`config.mk`:
```
export PLATFORM = sky130hd
export DESIGN_NAME = perf_counter_bank
export DESIGN_NICKNAME = d
export VERILOG_FILES = /design/src/rtl/perf_bank_pkg.sv /design/src/rtl/perf_event_decode.sv /design/src/rtl/perf_counter.sv /design/src/rtl/perf_read_mux.sv /design/src/rtl/perf_counter_bank.sv
export SDC_FILE = /design/constraint.sdc
export NUM_CORES = 1
export LEC_CHECK = 0
export BUFFER_PORTS_ARGS = -buffer_cell sky130_fd_sc_hd__buf_4
export CAP_MARGIN = 10
export CORE_ASPECT_RATIO = 1.25
export CORE_MARGIN = 4
export CORE_UTILIZATION = 63
export CTS_BUF_LIST = sky130_fd_sc_hd__clkbuf_4
export DETAILED_ROUTE_END_ITERATION = 6
export PLACE_DENSITY = 0.9
export SLEW_MARGIN = 20
export SYNTH_ARGS = -nofsm -noshare
export SYNTH_HDL_FRONTEND = slang
export SYNTH_SLANG_ARGS = --single-unit
```
`constraint.sdc`:
```
create_clock -name clk -period 2.34 [get_ports clk]
set_input_delay 0.234 -clock clk [delete_from_list [all_inputs] [get_ports clk]]
set_output_delay 0.234 -clock clk [all_outputs]
set_load 0.02 [all_outputs]
```
`src/rtl/perf_bank_pkg.sv`:
```
package perf_bank_pkg;

    localparam int N_ST   = 6;
    localparam int N_CNT  = 6;
    localparam int DATA_W = 32;

    // state vector bit positions
    localparam int S_FREQ  = 0;
    localparam int S_FWAIT = 1;
    localparam int S_EXEC  = 2;
    localparam int S_LOAD  = 3;
    localparam int S_STORE = 4;
    localparam int S_RWAIT = 5;

    // counter slots
    localparam int E_CYC  = 0;
    localparam int E_EXEC = 1;
    localparam int E_ACC  = 2;
    localparam int E_DLY  = 3;
    localparam int E_TKN  = 4;
    localparam int E_NTK  = 5;

    localparam logic [31:0] GROUP_STRIDE = 32'h0000_1000;
    localparam logic [31:0] PAIR_STRIDE  = 32'h0000_0008;

    typedef struct packed {
        logic [DATA_W-1:0] rd_data;
        logic              fault;
    } out_regs_t;

    // byte address of a counter slot: two slots per 4 KiB group
    function automatic logic [31:0] slot_addr(logic [31:0] base, int idx);
        return base + GROUP_STRIDE * 32'(idx / 2) + PAIR_STRIDE * 32'(idx % 2);
    endfunction

    function automatic logic is_mapped(logic [31:0] base, logic [31:0] a);
        logic hit;
        hit = 1'b0;
        for (int i = 0; i < N_CNT; i++) begin
            if (a == slot_addr(base, i)) hit = 1'b1;
        end
        return hit;
    endfunction

endpackage

```
`src/rtl/perf_event_decode.sv`:
```
module perf_event_decode
    import perf_bank_pkg::*;
(
    input  logic [N_ST-1:0]  state,
    input  logic             mem_req_ready,
    input  logic             rdata_valid,
    input  logic             branch_taken,
    output logic [N_CNT-1:0] events,
    output logic             bad_state
);
    logic mem_req;

    always_comb begin
        mem_req           = state[S_LOAD] | state[S_STORE];
        events            = '0;
        events[E_CYC]     = 1'b1;
        events[E_EXEC]    = state[S_EXEC];
        events[E_ACC]     = mem_req & mem_req_ready;
        events[E_DLY]     = (mem_req & ~mem_req_ready) | (state[S_RWAIT] & ~rdata_valid);
        events[E_TKN]     = state[S_EXEC] & branch_taken;
        events[E_NTK]     = state[S_EXEC] & ~branch_taken;
        bad_state         = ($countones(state) != 1);
    end

endmodule

```
`src/rtl/perf_counter.sv`:
```
module perf_counter #(
    parameter int W = 32
) (
    input  logic         clk,
    input  logic         rst,
    input  logic         inc,
    output logic [W-1:0] count
);
    logic [W-1:0] count_d, count_q;

    always_comb begin
        count_d = count_q + W'(inc);
    end

    always_ff @(posedge clk) begin
        if (rst) count_q <= '0;
        else     count_q <= count_d;
    end

    assign count = count_q;

endmodule

```
`src/rtl/perf_read_mux.sv`:
```
module perf_read_mux
    import perf_bank_pkg::*;
#(
    parameter int          CNT_W = 32,
    parameter logic [31:0] BASE  = 32'h6001_0000
) (
    input  logic [31:0]                  addr,
    input  logic [N_CNT-1:0][CNT_W-1:0]  cnt,
    output logic [DATA_W-1:0]            data
);
    logic [N_CNT-1:0] hit;

    for (genvar g = 0; g < N_CNT; g++) begin : g_hit
        assign hit[g] = (addr == slot_addr(BASE, g));
    end

    always_comb begin
        data = '0;
        for (int i = 0; i < N_CNT; i++) begin
            if (hit[i]) data = data | DATA_W'(cnt[i]);
        end
    end

endmodule

```
`src/rtl/perf_counter_bank.sv`:
```
module perf_counter_bank
    import perf_bank_pkg::*;
#(
    parameter int          CNT_W = 32,
    parameter logic [31:0] BASE  = 32'h6001_0000
) (
    input  logic        clk,
    input  logic        rst,
    input  logic [5:0]  fsm_state,
    input  logic        mem_req_ready,
    input  logic        rdata_valid,
    input  logic        branch_taken,
    input  logic        rd_en,
    input  logic [31:0] rd_addr,
    output logic [31:0] rd_data,
    output logic        state_fault
);
    logic [N_CNT-1:0]            events;
    logic                        bad_state;
    logic [N_CNT-1:0][CNT_W-1:0] cnt_val;
    logic [DATA_W-1:0]           sel_data;
    out_regs_t                   out_d, out_q;

    perf_event_decode i_decode (
        .state         (fsm_state),
        .mem_req_ready (mem_req_ready),
        .rdata_valid   (rdata_valid),
        .branch_taken  (branch_taken),
        .events        (events),
        .bad_state     (bad_state)
    );

    for (genvar g = 0; g < N_CNT; g++) begin : g_cnt
        perf_counter #(.W(CNT_W)) i_cnt (
            .clk   (clk),
            .rst   (rst),
            .inc   (events[g]),
            .count (cnt_val[g])
        );
    end

    perf_read_mux #(.CNT_W(CNT_W), .BASE(BASE)) i_mux (
        .addr (rd_addr),
        .cnt  (cnt_val),
        .data (sel_data)
    );

    always_comb begin
        out_d       = out_q;
        out_d.fault = bad_state;
        if (rd_en) out_d.rd_data = sel_data;
    end

    always_ff @(posedge clk) begin
        if (rst) out_q <= '0;
        else     out_q <= out_d;
    end

    assign rd_data     = out_q.rd_data;
    assign state_fault = out_q.fault;

endmodule

```
---- Yosys cells after proc, flatten, opt, wreduce, memory -nomap -nowiden ----
Cells that the tools add are included.
word-level totals
  flip-flop bits (word level) ............. 225
  latch bits .............................. 0
  RAM bits ................................ 0
  ROM bits ................................ 0
  input bits .............................. 44
  output and inout port bits .............. 33
  logic and storage cells ................. 47
  memories kept ........................... 0
operators by class
  add/subtract/negate cells ............... 11
  multipliers ............................. 0
  div/mod/pow operators ................... 0
  order comparisons ....................... 0
  equality and inequality tests ........... 7
  shift operators ......................... 0
  mux-type cells .......................... 6
  bitwise operators ....................... 15
  reduce and logical (&&, ||, !) cells .... 0
operators with widths
  cell                     number
  $eq A32 B31 Y1 const B   6
  $mux W32                 6
  $add A32 B1 Y32          5
  $or A32 B32 Y32          5
  $add A32 B32 Y32         2
  $add A32 B1 Y32 const B  1
  $ne A32 B2 Y1 const B    1
  $add A1 B1 Y2            3
  $and A1 B1 Y1            5
  $not A1 Y1               3
  $or A1 B1 Y1             2

---- Longest topological paths before layout ----
Gate-level depths: netlist of run 1.
  word-level depth ........................ 12
  mapped depth ............................ 9
  gate-level depth less buffers ........... 9

---- Modules after synthesis ----
From an unflattened synthesis of run 1, not the netlist that was laid out.
unflattened totals
  cells, all modules ...................... 1364
  area total of the unflattened synthesis .. 11982.7 µm²
by module, submodules not included
  module             times used  cells each  area each (µm²)  seq. area each (µm²)
  perf_counter       6           166         1478.9           640.6
  perf_read_mux      1           240         1740.4           0.0
  perf_counter_bank  1           106         1202.4           660.6
  perf_event_decode  1           22          166.4            0.0

---- Least setup slack after synthesis of run 1 ----
No wires, ideal clock.
  path type ............................... input-to-reg
  start point ............................. input port fsm_state[2]
  end point ............................... register g_cnt[5].i_cnt.count_q[26]
  setup time .............................. 0.070 ns
  arrival ................................. 2.068 ns
  data required time ...................... 2.270 ns
  setup slack ............................. 0.201 ns
  stages .................................. 8
  path buffers ............................ 1
  cells stage by stage .................... nor2b_1 > ha_1 > ha_1 > nand4_1 > or4_1 > buf_2 > or3_1 > a21oi_1
between the ends
  longest elaborated chain between the ends .. 2
RTL lines
  item                  line                     source
  from (decl)           perf_counter_bank.sv:9   input logic [5:0] fsm_state,
  $and A1 B1 Y1         perf_event_decode.sv:21  events[E_NTK] = state[S_EXEC] & ~branch_taken;
  $add A32 B1 Y32       perf_counter.sv:12       count_d = count_q + W'(inc);
  to (signal assigned)  perf_counter.sv:17       else count_q <= count_d;
  to (decl)             perf_counter.sv:9        logic [W-1:0] count_d, count_q;
No other way between the ends.
A chain may end at the register's enable or synchronous reset.

---- Worst setup path after layout of run 1 ----
  start point ............................. register g_cnt[5].i_cnt.count_q[10]
  end point ............................... register g_cnt[5].i_cnt.count_q[28]
between the ends
  longest elaborated chain between the ends .. 1
RTL lines
  item             line
  $add A32 B1 Y32  perf_counter.sv:12
No other way between the ends.

==> results.yml, run 1 <==
power_and_ir_drop:
  peakVddDrop_mv: 0.355
  power_leakage_uw: 0.00477
  power_density_nw_per_um2: 571
layout:
  final_nets: 1496
  area_growth_pct: 15.0
  nFillCells: 1262
  layout-drive-gt1-share_pct: 16.0
  fin_util_pct: 74.2
timing:
  finalSetupViolations: 0
  timing.fmax_mhz: 458
  skew_ns: 0.0314
  fin_crit_ns: 2.18
  rsz0062_at_grt: "false"
  hold_viol: 0
  max-slew-margin-rel_pct: 57.4
  tightestPinTransition_ns: 0.636
  finalCritPeriodShare_pct: 93.4
  finalSetupTns_ns: 0
  slew_violations: 0
worst_setup_path:
  crit_slowest_cell: "or4_1"
  r2r_cells: 5
  slowest_delay_ns: 0.66
  crit_buf_inv: 0
  reg2reg_from: "g_cnt[5].i_cnt.count[10]"
  end_kind: "flip-flop"
  path_class: "reg2reg"
  cp.required_ns: 2.92
  critical_path_arrival_ns: 2.77
  crit_family: "simple AND/OR/NAND/NOR gates"
  startpoint: "g_cnt[5].i_cnt.count[10]"
  path_cells: "and4_1 -> nand3_2 -> or4_1 -> or3_1 -> a21oi_1"
  critPathLaunchType: "flip-flop"
  crit_fanout: 7
  r2r-end: "g_cnt[5].i_cnt.count[28]"
  reg2reg_slack_ns: 0.16
die:
  core_sq_um: 17500
  initial_core_util_pct: 64.5
  dieWidth_um: 128
  num_rows: 54
  die_h_um: 158
  dieArea_sq_um: 20100
  ios: 77
global_route:
  grt_pass1_wl_um: 51400
  grt_usage_pct: 31.5
  grt.met1_usage_pct: 37.7
  grt_max_degree: 88
  met2_usage_pct: 53.6
  grt_pass1_vias: 10300
  overflow: 0
  grt_busiest_layer: "met2"
  grt_antenna_before_repair: 1
  met3_usage_pct: 6.28
synthesis:
  yosysUniqueCellTypes: 48
  ys_ff_latch: 225
  synthCells: 1321
  post-synth-top-count-cell: "dfxtp_1"
  synthTopCellsByCount: "dfxtp_1 (225), nor2_1 (195), xor2_1 (82)"
  synth_flop_cell: "dfxtp_1"
  synth_edf_count: 0
  synth_largest_area_cell: "dfxtp_1"
  syn-num-nets: 1382
  syn_area_sq_um: 11300
  syn_area_per_cell_sq_um: 8.54
  ys_top_cells_by_area: "dfxtp_1 (40%), nor2_1 (6.5%), xor2_1 (6.4%)"
  ys_seq_area_share_pct: 39.9
  async_reset_ff_share_pct: 0
  ys_warn_count: 0
  synth_top_area_share_pct: 39.9
routing:
  routed_wirelength_um: 32000
  route.detailed.drc: 1
  viasPerCell: 6.17
  vias: 10500
  routedWlPerCell_um: 18.8
  first_pass_iters: 7
  ant_nets: 0
  drtIter0Drc: 1133
clocking:
  numCtsBuffers: 53
  htreeDepth: 2
  clk_latency_ns: 0.67
  clockBufferDepth: 3
  path_clk_slew_ns: 0.08
  cts-root-buf: "clkbuf_4"
  cts_tree: "built"
  cts.sinks: 225
min_path:
  min_to: "rd_data[6]"
  min_from: "rd_en"
  hold_path.class: "in2reg"
  worstHoldPathCells: 2
status:
  violations: "DRC"
  status: "finished, violations left"
placed_design:
  dp_hpwl_um: 23400
  port_buffers: 76
  place_congestion: 0.974
flow_run:
  cap_violations: 0
-- cells by family (layout without fill, tap and decap cells) --
logic type / Yosys count / after routing / synth area share [%]
simple gates: 577 / 577 / 26.0
flops: 225 / 225 / 39.9
compound gates: 173 / 173 / 10.9
xor+xnor: 147 / 147 / 11.4
buf+inv: 121 / 279 / 4.16
mux: 61 / 61 / 5.61
fa+ha+maj: 17 / 17 / 2.02
other cells: 0 / 1 / 0
-- report_power, final --
| group | internal (uW) | switching (uW) | total [uW] | leakage [uW] |
|---|---|---|---|---|
| combinational | 168 | 249 | 418 | 0.00256 |
| sequential | 3850 | 20.9 | 3870 | 0.00181 |
| clock | 1550 | 1580 | 3130 | 0.000400 |
-- state kept, by name (all words and copies together), names as in the netlist --
| register | count |
|---|---|
| g_cnt.i_cnt.count | 192 |
| rd_data | 32 |
| state_fault | 1 |
-- cell type report --
type                       instances  area, sq um  share of cell area [%]
timing repair buffer             131         1030                    7.93
multi-input combinational        975         6310                    48.6
sequential                       225         4500                    34.7
antenna                            1         2.50                  0.0193
inverter                          49          184                    1.42
clock inverter                    20         76.3                   0.588
tap                              224          280                    2.16
clock buffer                      79          593                    4.57
-- cell usage in the layout (no fill, tap or decap), types with 3 or more instances in the layout --
master and instances:
a21oi_1 31, a221oi_1 14, a22o_1 12, a22oi_1 6, a31o_2 3, a31oi_1 6
and2_1 5, and3_1 22, and4_1 17, buf_12 3, buf_4 125, clkbuf_4 79
clkinv_1 18, dfxtp_1 225, ha_1 15, inv_1 49, mux2_2 8, mux2i_1 52
nand2_1 74, nand2b_1 29, nand3_1 63, nand4_1 62, nor2_1 195, nor2b_1 18
nor3_1 24, nor4_1 21, nor4b_1 4, o211ai_1 7, o21ai_0 32, o22a_1 6
o22ai_1 7, o32ai_1 44, or2_2 6, or3_1 20, or4_1 8, xnor2_1 65
xor2_1 82
-- through the flow --
stage               total power, uW  hold slack [ns]  worst slack (ns)  area, sq um  cells
floorplan                      4200            0.435             0.201        11300   1321
global placement               4360            0.450             0.145        12300   1602
detailed placement             4370            0.472            0.0883        12300   1602
CTS                            7450           0.0206             0.207        13000   1703
global route                   7690           0.0580            0.0887        13000   1704
finish                         7420           0.0528             0.155        13000   1704
-- timing repair --
item | CTS | global route
hold buffers | 2 | 0
endpoints found under the hold margin | 32 | 0
endpoints found under the setup margin | 0 | 0
resized for setup | 0 | 0
buffers inserted | 0 | 0
-- worst max-delay path by stage --
stage	end	depth (start not counted)	slack, ns
finish	g_cnt[5].i_cnt.count[28]	5	0.16
global route	g_cnt[5].i_cnt.count[28]	5	0.09
CTS	g_cnt[5].i_cnt.count[28]	5	0.21
detailed placement	g_cnt[5].i_cnt.count[28]	8	0.09
global placement	g_cnt[5].i_cnt.count[26]	8	0.15
floorplan	g_cnt[5].i_cnt.count[26]	8	0.20
-- layer usage --
metal  routed length [um]  share of wire (%)
met1                12100                 38
met2                15200                 47
met3                 3030                9.5
met4                 1690                5.3
met5                    0                  0
No activity file was read; power rests on OpenSTA's default activity.
==> run 2: changes to the inputs <==
SETUP_SLACK_MARGIN = 0.3   (was default)
==> run 2 against run 1 <==
Highest routed layer unchanged. Die area is the same. Critical path type unchanged. Count of clock-buffer cells in the layout fell by 1. Sequential share of layout area is 0.35 points lower. Global-route usage grew 0.71 points. Core utilization grew 0.92 points. Wire length rose by 3.5%. The flow now finishes without violations.
==> results.yml, run 2 (synthesized netlist as in run 1, its figures left out) <==
placed_design:
  dp_hpwl_um: 23800
  port_buffers: 76
  dp_worst_setup_slack_ns: 0.0827
  place_congestion: 1.05
  postPlaceCellArea_sq_um: 12300
timing:
  finalSetupTns_ns: 0
  tightestPinTransition_ns: 0.908
  hold_viol: 0
  skew_ns: 0.0542
  setup_ws_ns: 0.320
  finalSetupViolations: 0
  rsz0062_at_grt: "true"
  hold_ws_ns: 0.00991
  timing.fmax_mhz: 495
  max-slew-margin-rel_pct: 39.2
  slew_violations: 0
  finalCritPeriodShare_pct: 86.3
  fin_crit_ns: 2.02
die:
  num_rows: 54
  dieArea_sq_um: 20100
  initial_core_util_pct: 64.5
  core_sq_um: 17500
  ios: 77
  die_h_um: 158
  dieWidth_um: 128
status:
  status: "finished, final reports clean"
clocking:
  cts.sinks: 225
  clockBufferDepth: 3
  htreeDepth: 2
  cts_tree: "built"
  clk_latency_ns: 0.70
  numCtsBuffers: 54
  path_clk_slew_ns: 0.08
  cts-root-buf: "clkbuf_4"
layout:
  area_growth_pct: 16.5
  layout-drive-gt1-share_pct: 18.0
  final_nets: 1501
  largest_reg_flops: 192
  final_area_sq_um: 13100
  layout_common_cells: "dfxtp_1 (217), nor2_1 (194), buf_4 (129)"
  fin_util_pct: 75.1
  nFillCells: 1173
  layout_commonest_cell: "dfxtp_1"
worst_setup_path:
  end_kind: "flip-flop"
  cp.required_ns: 2.88
  crit_slowest_cell: "dfxtp_1"
  path_cells: "nand4_1 -> buf_4 -> nor4_1 -> buf_4 -> nand4_1 -> xnor2_1 -> nor2_1"
  critical_path_arrival_ns: 2.56
  path_class: "reg2reg"
  crit_fanout: 6
  slowest_delay_ns: 0.43
  r2r_cells: 7
  critPathLaunchType: "flip-flop"
global_route:
  grt_usage_pct: 32.2
  grt_pass1_vias: 10300
  grt_antenna_before_repair: 1
  overflow: 0
  grt_max_degree: 57
  grt_pass1_wl_um: 51900
min_path:
  worstHoldPathCells: 5
  hold_path.class: "in2reg"
routing:
  ant_nets: 0
  drtIter0Drc: 1196
  routedWlPerCell_um: 19.4
  routed_wirelength_um: 33100
  vias: 10800
  viasPerCell: 6.32
  route.detailed.drc: 0
  first_pass_iters: 6
power_and_ir_drop:
  power_density_nw_per_um2: 567
  peakVddDrop_mv: 0.313
  power_leakage_uw: 0.00482
flow_run:
  cap_violations: 0
==> run 2: cell count changes in the layout (fill, tap and decap cells not counted), moves of 3 or more <==
cell	before	now
nor4_1	21	15
nand3_1	63	60
dfxtp_1	225	217
buf_4	125	129
nor4_2	2	7
dfxtp_2	0	8
nand3_2	1	4
and4_1	17	13
and4_2	0	3
==> run 2: timing repair <==
| item | 4_1_cts | 5_1_grt |
|---|---|---|
| cloned | 0 | 0 |
| buffers inserted | 1 | 6 |
| endpoints found under the setup margin | 8 | 21 |
| hold buffers | 2 | 0 |
| pin swaps | 1 | 5 |
| hold endpoints to repair | 43 | 0 |
| gates resized for setup | 4 | 23 |
==> run 2: layer usage <==
layer,vias to the layer above,track usage (%),routed length [um]
met2,691,55.4,15800
met1,4994,37.8,12200
met5,-,0,0
li1,4979,-,-
met3,151,6.48,3180
met4,0,17.5,1880
==> run 2: worst paths after layout <==
kind | end | slack [ns] | startpoint
hold / removal | rd_data[23] | 0.01 | rd_addr[18]
hold reg to reg | rd_data[12] | 0.48 | rd_data[12]
setup reg to reg | g_cnt[1].i_cnt.count[26] | 0.32 | g_cnt[1].i_cnt.count[11]
setup / recovery | g_cnt[1].i_cnt.count[26] | 0.32 | g_cnt[1].i_cnt.count[11]
==> run 2: worst max-delay path: cells and delay by family (launching register included) <==
family	cells	cell delay (ns)
and+or+nand+nor	4	0.82
DFF	1	0.43
xor gates and xnor gates	1	0.17
buffers and inverters	2	0.44
==> run 2: metrics by stage <==
step | total power [uW] | cells
finish | 7450 | 1710
global route | 7690 | 1710
CTS | 7460 | 1703
detailed placement | 4370 | 1599
global placement | 4360 | 1599
floorplan | 4200 | 1321
==> run 2: layout make-up <==
class	instances	area, sq um	area share (%)
Tap cell	224	280	2.13
Multi-Input combinational cell	975	6420	48.9
Clock inverter	23	88.8	0.676
Clock buffer	78	586	4.46
Sequential cell	225	4510	34.4
Antenna cell	1	2.50	0.0190
Inverter	49	184	1.40
Timing Repair Buffer	135	1060	8.07
==> run 2: report_power, final <==
group	total, uW	switching [uW]	internal (uW)	leakage (uW)
Sequential	3870	21.5	3850	0.00182
Combinational	426	255	171	0.00260
Clock	3150	1610	1540	0.000402
